$ cat config.mk
export PLATFORM = sky130hd
export DESIGN_NAME = seq_lock_detect
export DESIGN_NICKNAME = d
export VERILOG_FILES = /design/src/rtl/seq_lock_detect_pkg.sv /design/src/rtl/seq_lock_next.sv /design/src/rtl/seq_lock_reg.sv /design/src/rtl/seq_lock_decode.sv /design/src/rtl/seq_lock_detect.sv
export SDC_FILE = /design/constraint.sdc
export NUM_CORES = 1
export LEC_CHECK = 0
export CAP_MARGIN = 10
export CORE_AREA = 2 2 39 41
export CTS_CLUSTER_SIZE = 12
export DETAILED_ROUTE_END_ITERATION = 7
export DIE_AREA = 0 0 41 43
export SYNTH_ARGS = -nofsm -noshare
export SYNTH_HDL_FRONTEND = slang
export SYNTH_SLANG_ARGS = --single-unit
$ cat constraint.sdc
create_clock -name clk -period 0.8 [get_ports clk]
set_input_delay 0.12 -clock clk [delete_from_list [all_inputs] [get_ports clk]]
set_output_delay 0.12 -clock clk [all_outputs]
set_load 0.01 [all_outputs]
$ cat src/rtl/seq_lock_detect_pkg.sv
package seq_lock_detect_pkg;
  localparam int STATE_W = 3;

  typedef enum logic [STATE_W-1:0] {
    ST_IDLE   = 3'b000,
    ST_Z      = 3'b001,
    ST_ZO     = 3'b010,
    ST_ZOZ    = 3'b011,
    ST_O      = 3'b100,
    ST_OZ     = 3'b101,
    ST_LOCKED = 3'b110,
    ST_BAD    = 3'b111
  } rec_state_e;
endpackage

$ cat src/rtl/seq_lock_next.sv
module seq_lock_next
  import seq_lock_detect_pkg::*;
(
  input  rec_state_e cur,
  input  logic       din,
  output rec_state_e nxt
);
  always_comb begin
    unique case (cur)
      ST_IDLE:   nxt = din ? ST_O  : ST_Z;
      ST_Z:      nxt = din ? ST_ZO : ST_Z;
      ST_ZO:     nxt = din ? ST_O  : ST_ZOZ;
      ST_ZOZ:    nxt = din ? ST_ZO : ST_LOCKED;
      ST_O:      nxt = din ? ST_O  : ST_OZ;
      ST_OZ:     nxt = din ? ST_ZO : ST_LOCKED;
      ST_LOCKED: nxt = ST_LOCKED;
      default:   nxt = ST_IDLE;
    endcase
  end
endmodule

$ cat src/rtl/seq_lock_reg.sv
module seq_lock_reg
  import seq_lock_detect_pkg::*;
(
  input  logic       clk,
  input  logic       rst,
  input  rec_state_e nxt,
  output rec_state_e cur
);
  always_ff @(posedge clk) begin
    if (rst) cur <= ST_IDLE;
    else     cur <= nxt;
  end
endmodule

$ cat src/rtl/seq_lock_decode.sv
module seq_lock_decode
  import seq_lock_detect_pkg::*;
(
  input  rec_state_e           cur,
  output logic                 flag,
  output logic [STATE_W-1:0]   code
);
  assign flag = (cur == ST_ZOZ);
  assign code = cur;
endmodule

$ cat src/rtl/seq_lock_detect.sv
module seq_lock_detect
  import seq_lock_detect_pkg::*;
(
  input  logic               clk,
  input  logic               rst,
  input  logic               bit_in,
  output logic               hit,
  output logic [STATE_W-1:0] state_obs
);
  rec_state_e cur_q;
  rec_state_e nxt_d;

  seq_lock_next u_next (
    .cur (cur_q),
    .din (bit_in),
    .nxt (nxt_d)
  );

  seq_lock_reg u_reg (
    .clk (clk),
    .rst (rst),
    .nxt (nxt_d),
    .cur (cur_q)
  );

  seq_lock_decode u_dec (
    .cur  (cur_q),
    .flag (hit),
    .code (state_obs)
  );
endmodule

==> results of run 1 <==
[power groups by stage]
stage	registers [mW]	clock network, mW	logic [mW]
finish	0.174	0.264	0.156
global route	0.176	0.298	0.167
CTS	0.173	0.281	0.135
detailed placement	0.173	0	0.102
global placement	0.174	0	0.100
floorplan	0.184	0	0.0200
[cell usage after synthesis, drive strengths merged]
cell type  n
dfxtp      3
nor3       2
a2111oi    1
a211oi     1
a21oi      1
and3       1
maj3       1
nand2      1
nand2b     1
nor2       1
nor4       1
[final cells by class]
class	instances	area [um2]
Clock buffer	4	26.3
Tap cell	16	20.0
Sequential cell	3	66.3
Fill cell	159	1010
Timing Repair Buffer	13	129
Multi-Input combinational cell	11	134
[routing by layer]
layer | part of all wire | routed length (um) | track usage
met1 | 0.32 | 183 | 0.0801
met2 | 0.63 | 356 | 0.125
met3 | 0.048 | 27 | 0.0314
met4 | 0 | 0 | 0.0800
met5 | 0 | 0 | 0
[per-stage QoR]
step,util,setup slack (ps),power [mW],instances
floorplan,-,-59.3,0.204,14
global placement,0.198,-337,0.274,43
detailed placement,0.198,-425,0.275,43
CTS,0.252,-198,0.589,47
global route,0.271,-271,0.642,47
finish,0.271,-218,0.595,47
[cell families (layout without fill, tap and decap cells)]
family | Yosys count | in the layout | synth area share
AND/OR/NAND/NOR | 7 | 7 | 0.282
AO/OA/AOI/OAI | 3 | 3 | 0.175
flip-flops | 3 | 3 | 0.466
adder cells (fa/ha/maj) | 1 | 1 | 0.0777
buffers and inverters | 0 | 17 | 0
[placed cells by master, fill, tap and decap left out, types with 2 or more instances in the layout]
cell type	instances
buf_4	2
buf_6	8
clkbuf_4	3
nor3_2	2
dfxtp_2	2
[worst max-delay path, cell delays in order, from the launching register on]
cell and delay (ps):
dfxtp_2 330, buf_6 120, buf_4 130, nor3_2 240
nor4_4 70
[repair_timing]
item / in CTS / in global routing
setup buffers: 0 / 0
gates resized for setup: 30 / 4
hold endpoints to repair: 0 / 0
setup endpoints to repair: 7 / 7
pin swaps: 6 / 3
[final timing paths]
path | end | cells after the start
setup reg to reg | u_reg.cur[1] | 4
hold / removal | u_reg.cur[0] | 2
hold reg to reg | u_reg.cur[0] | 2
setup / recovery | u_reg.cur[1] | 4
==> qor.txt, run 1 <==
Total CTS buffers - 3
Reg2Reg Setup Slack - -220 ps
Hold Startpoint - bit_in
Worst vdd ir - 0.000591 V
Die Ht - 43 um
Cell count after synthesis - 14
Final Wtd Congestion - 0.659
Wirelength per Cell - 12.0 um
Drt total wl - 566 um
Flop pwr share - 0.293
Critical path class - reg2reg
Port buffer count - 6
Final slew viol count - 0
CP endpoint kind - flip-flop
Clk_skew - 3.31 ps
Startpoint type of the worst setup path - flip-flop
Total routing usage reported by global routing - 0.0832
Clock transition at path regs - 40 ps
Sw Share - 0.264
Clk pwr share - 0.444
Max-Cap Viols - 0
Post-Syn Area - 129 um2
CTS H-tree lvls - 1
Vias in the first global route - 208
Clock Latency Late Sink - 230 ps
Placed Area - 274 um2
WP data required - 910 ps
Hold buffer count at cts - 0
Clock buffer depth - 2
Die W - 41 um
Yosys top cell by area - dfxtp_1
Synthesized flop and latch total - 3
Net Count, Synth - 17
Post-DRT Antenna Nets - 0
Synth-to-layout area growth - 191%
Net Sw Power - 0.157 mW
Hold slack - 438 ps
Unrepaired setup endpoints after global routing - true
# nets final - 35
Antenna violations before repair - 0
Clk sinks - 3
Syn. warnings - 0
Die area - 0.00176 mm2
Synth area leaders - dfxtp_1 (47%), a2111oi_1 (7.8%), maj3_1 (7.8%)
Gr ovfl total - 0
Final Cell Area - 375 um2
Outcome - finished with violations
Final setup violation count - 7
Largest register FFs - 3
Layout cells sized above 1 - 0.806
Root buf cell - clkbuf_4
Slew margin rel. - 0.767
DRC - 0
Pleak - 0.146 nW
Fin. Hold Viols - 0
Starting Density - 0.0931
Pint - 0.438 mW
DRT iter0 DRCs - 0
First-pass DRT Iterations - 1
Core area - 0.00138 mm2
Fin Setup TNS - -936 ps
Largest net degree at the start of global routing - 6
I/O pin count - 7
Average cell area after synthesis - 9.21 um2
Critical Path Source - u_reg.cur[1]
Crit path DAT - 1120 ps
Pwr per Cell Area - 1580 mW/mm2
CTS tree - built
Gate power share - 0.263
Worst-Margin Slew - 350 ps
Hold Crit Class - in2reg
Final WS setup - -218 ps
# rows - 14
Worst r2r src - u_reg.cur[1]
CP Max Fanout - 3
Failing checks - negative setup slack
FMAX - 982 MHz
Top cell type's share of synthesized area - 0.466
Detailed Place HPWL - 301 um
Vias - 175
Period minus WS final - 1020 ps
Top reg by flops - u_reg.cur
Top flop regs - u_reg.cur x3
First-pass GRT wire length - 903 um
Synth unique cells - 11
ANT cells - 0
Final Cycle Share - 1.27
Register area share after synthesis - 0.466
Drt via density - 3.72
Power figures use the tool's default switching activity.
==> run 2, diff against run 1 <==
--- a/config.mk
+++ b/config.mk
@@ -7,6 +7,7 @@
 export LEC_CHECK = 0
 export CAP_MARGIN = 10
 export CORE_AREA = 2 2 39 41
+export CTS_BUF_LIST = sky130_fd_sc_hd__clkbuf_4
 export CTS_CLUSTER_SIZE = 12
 export DETAILED_ROUTE_END_ITERATION = 7
 export DIE_AREA = 0 0 41 43
==> qor.txt, run 2 (synthesis results as in run 1) <==
DRC - 0 (unchanged)
Pleak - 0.149 nW (+2.3%)
Total routing usage reported by global routing - 0.0832 (unchanged)
Final Util - 0.274 (+0.00271)
Port buffer count - 6 (unchanged)
Drt total wl - 569 um (+0.53%)
Total CTS buffers - 3 (unchanged)
Clock Latency Late Sink - 230 ps (about the same)
Final WS setup - -218 ps (unchanged)
Top flop regs - u_reg.cur x3
Crit path DAT - 1120 ps (about the same)
DRT iter0 DRCs - 0 (unchanged)
Delay-heaviest family, CP - flip-flops
Synth-to-layout area growth - 194%
Starting Density - 0.0931 (unchanged)
Final Wtd Congestion - 0.659 (unchanged)
Clock buffer depth - 2 (unchanged)
CTS H-tree lvls - 1 (unchanged)
Final Cell Area - 379 um2 (+1.0%)
Pwr per Cell Area - 1660 mW/mm2 (+4.9%)
Antenna violations before repair - 0 (unchanged)
Critical path class - reg2reg
FMAX - 982 MHz (unchanged)
WP data required - 910 ps (about the same)
Stages on worst setup path - 4 (unchanged)
# nets final - 35 (unchanged)
Most frequent cells in the layout - buf_6 (8), clkbuf_4 (4), nor3_2 (2), buf_4 (2), dfxtp_2 (2)
FF/Latch Area - 66.3 um2 (unchanged)
CP Cell Sequence - buf_6 > buf_4 > nor3_2 > nor4_4
CP peak stage delay - 330 ps (about the same)
Commonest non-fill, non-tap cell in the layout - buf_6
Worst reg2reg path depth - 4 (unchanged)
First-pass GRT wire length - 903 um (unchanged)
Worst-Margin Slew - 350 ps (unchanged)
# rows - 14 (unchanged)
CP bufs+invs - 2 (unchanged)
Clk_skew - 3.21 ps (-0.0977 ps)
Die Ht - 43 um (unchanged)
Core area - 0.00138 mm2 (unchanged)
Root buf cell - clkbuf_4
Vias in the first global route - 208 (unchanged)
Hold buffer count at cts - 0 (unchanged)
Multi-input gate area - 134 um2 (unchanged)
Overall Power - 0.630 mW (+5.9%)
Reg2Reg Setup Slack - -220 ps (about the same)
Die W - 41 um (unchanged)
CP Max Fanout - 3 (unchanged)
Vias - 175 (unchanged)
Worst r2r src - u_reg.cur[1]
Detailed Place HPWL - 301 um (unchanged)
Final slew viol count - 0 (unchanged)
Slew margin rel. - 0.767 (unchanged)
Largest register FFs - 3 (unchanged)
Post-DRT Antenna Nets - 0 (unchanged)
I/O pin count - 7 (unchanged)
Hold slack - 436 ps (-1.14 ps)
Wirelength per Cell - 12.1 um (+0.53%)
Top reg by flops - u_reg.cur
CTS tree - built
Failing checks - negative setup slack
Drt via density - 3.72 (unchanged)
Final setup violation count - 7 (unchanged)
Hold Crit Class - in2reg
Layout cells sized above 1 - 0.839 (+0.0323)
RR Endpoint - u_reg.cur[1]
CP max stage cell - dfxtp_2
Largest net degree at the start of global routing - 6 (unchanged)
Startpoint type of the worst setup path - flip-flop
Placed Area - 274 um2 (unchanged)
Fin. Hold Viols - 0 (unchanged)
Max-Cap Viols - 0 (unchanged)
Period minus WS final - 1020 ps (unchanged)
Outcome - finished with violations
Worst vdd ir - 0.000595 V (+0.81%)
ANT cells - 0 (unchanged)
First-pass DRT Iterations - 1 (unchanged)
Unrepaired setup endpoints after global routing - true
Gr ovfl total - 0 (unchanged)
CP endpoint kind - flip-flop
Setup crit end - u_reg.cur[1]
Critical Path Source - u_reg.cur[1]
Post-CTS setup buffers - 0 (unchanged)
Clock transition at path regs - 40 ps (about the same)
Die area - 0.00176 mm2 (unchanged)
Clk sinks - 3 (unchanged)
# fillers - 159 (unchanged)
Final Cycle Share - 1.27 (unchanged)
==> run 2: cell counts in the layout (fill, tap and decap cells not counted) <==
Identical to the previous run, type by type.
==> run 2: area by class of cell <==
cell class,instances,share of cell area
flip-flops and latches,3,0.175
multi-input cells,11,0.353
well taps,16,0.0528
repair buffers,13,0.340
clock buffers,4,0.0792
==> run 2: timing repair <==
| action | 4_1_cts | 5_1_grt |
|---|---|---|
| endpoints found under the setup margin | 7 | 7 |
| gates resized for setup | 30 | 4 |
| pin swaps | 6 | 3 |
==> run 2: metrics by stage <==
step	setup TNS [ps]	worst slack, ps	cells
floorplan	-158	-59.3	14
global placement	-1890	-337	43
detailed placement	-1990	-425	43
CTS	-994	-198	47
global route	-1280	-271	47
finish	-940	-218	47
==> run 2: how the worst min path moves through the flow <==
stage,start,end,cells after the start
5_1_grt,bit_in,u_reg.cur[0],2
4_1_cts,bit_in,u_reg.cur[0],2
6_report,bit_in,u_reg.cur[0],2
2_1_floorplan,rst,u_reg.cur[0],1
3_5_place_dp,u_reg.cur[2],u_reg.cur[0],2
3_3_place_gp,u_reg.cur[2],u_reg.cur[0],2
==> run 2: power breakdown <==
part / leakage [nW] / internal, mW / switching (mW)
sequential: 0.0261 / 0.162 / 0.0122
clock: 0.0184 / 0.221 / 0.0786
combinational: 0.104 / 0.0888 / 0.0675
==> run 2: metal layers <==
layer  wire length, um  GRT usage
met1               183     0.0801
met2               358      0.125
met3                27     0.0314
met4                 0     0.0800
met5                 0          0
==> run 3, diff against run 2 <==
--- a/config.mk
+++ b/config.mk
@@ -5,7 +5,6 @@
 export SDC_FILE = /design/constraint.sdc
 export NUM_CORES = 1
 export LEC_CHECK = 0
-export CAP_MARGIN = 10
 export CORE_AREA = 2 2 39 41
 export CTS_BUF_LIST = sky130_fd_sc_hd__clkbuf_4
 export CTS_CLUSTER_SIZE = 12
==> results of run 3 <==
Final layout, timing and power as in run 2 (identical DEF).
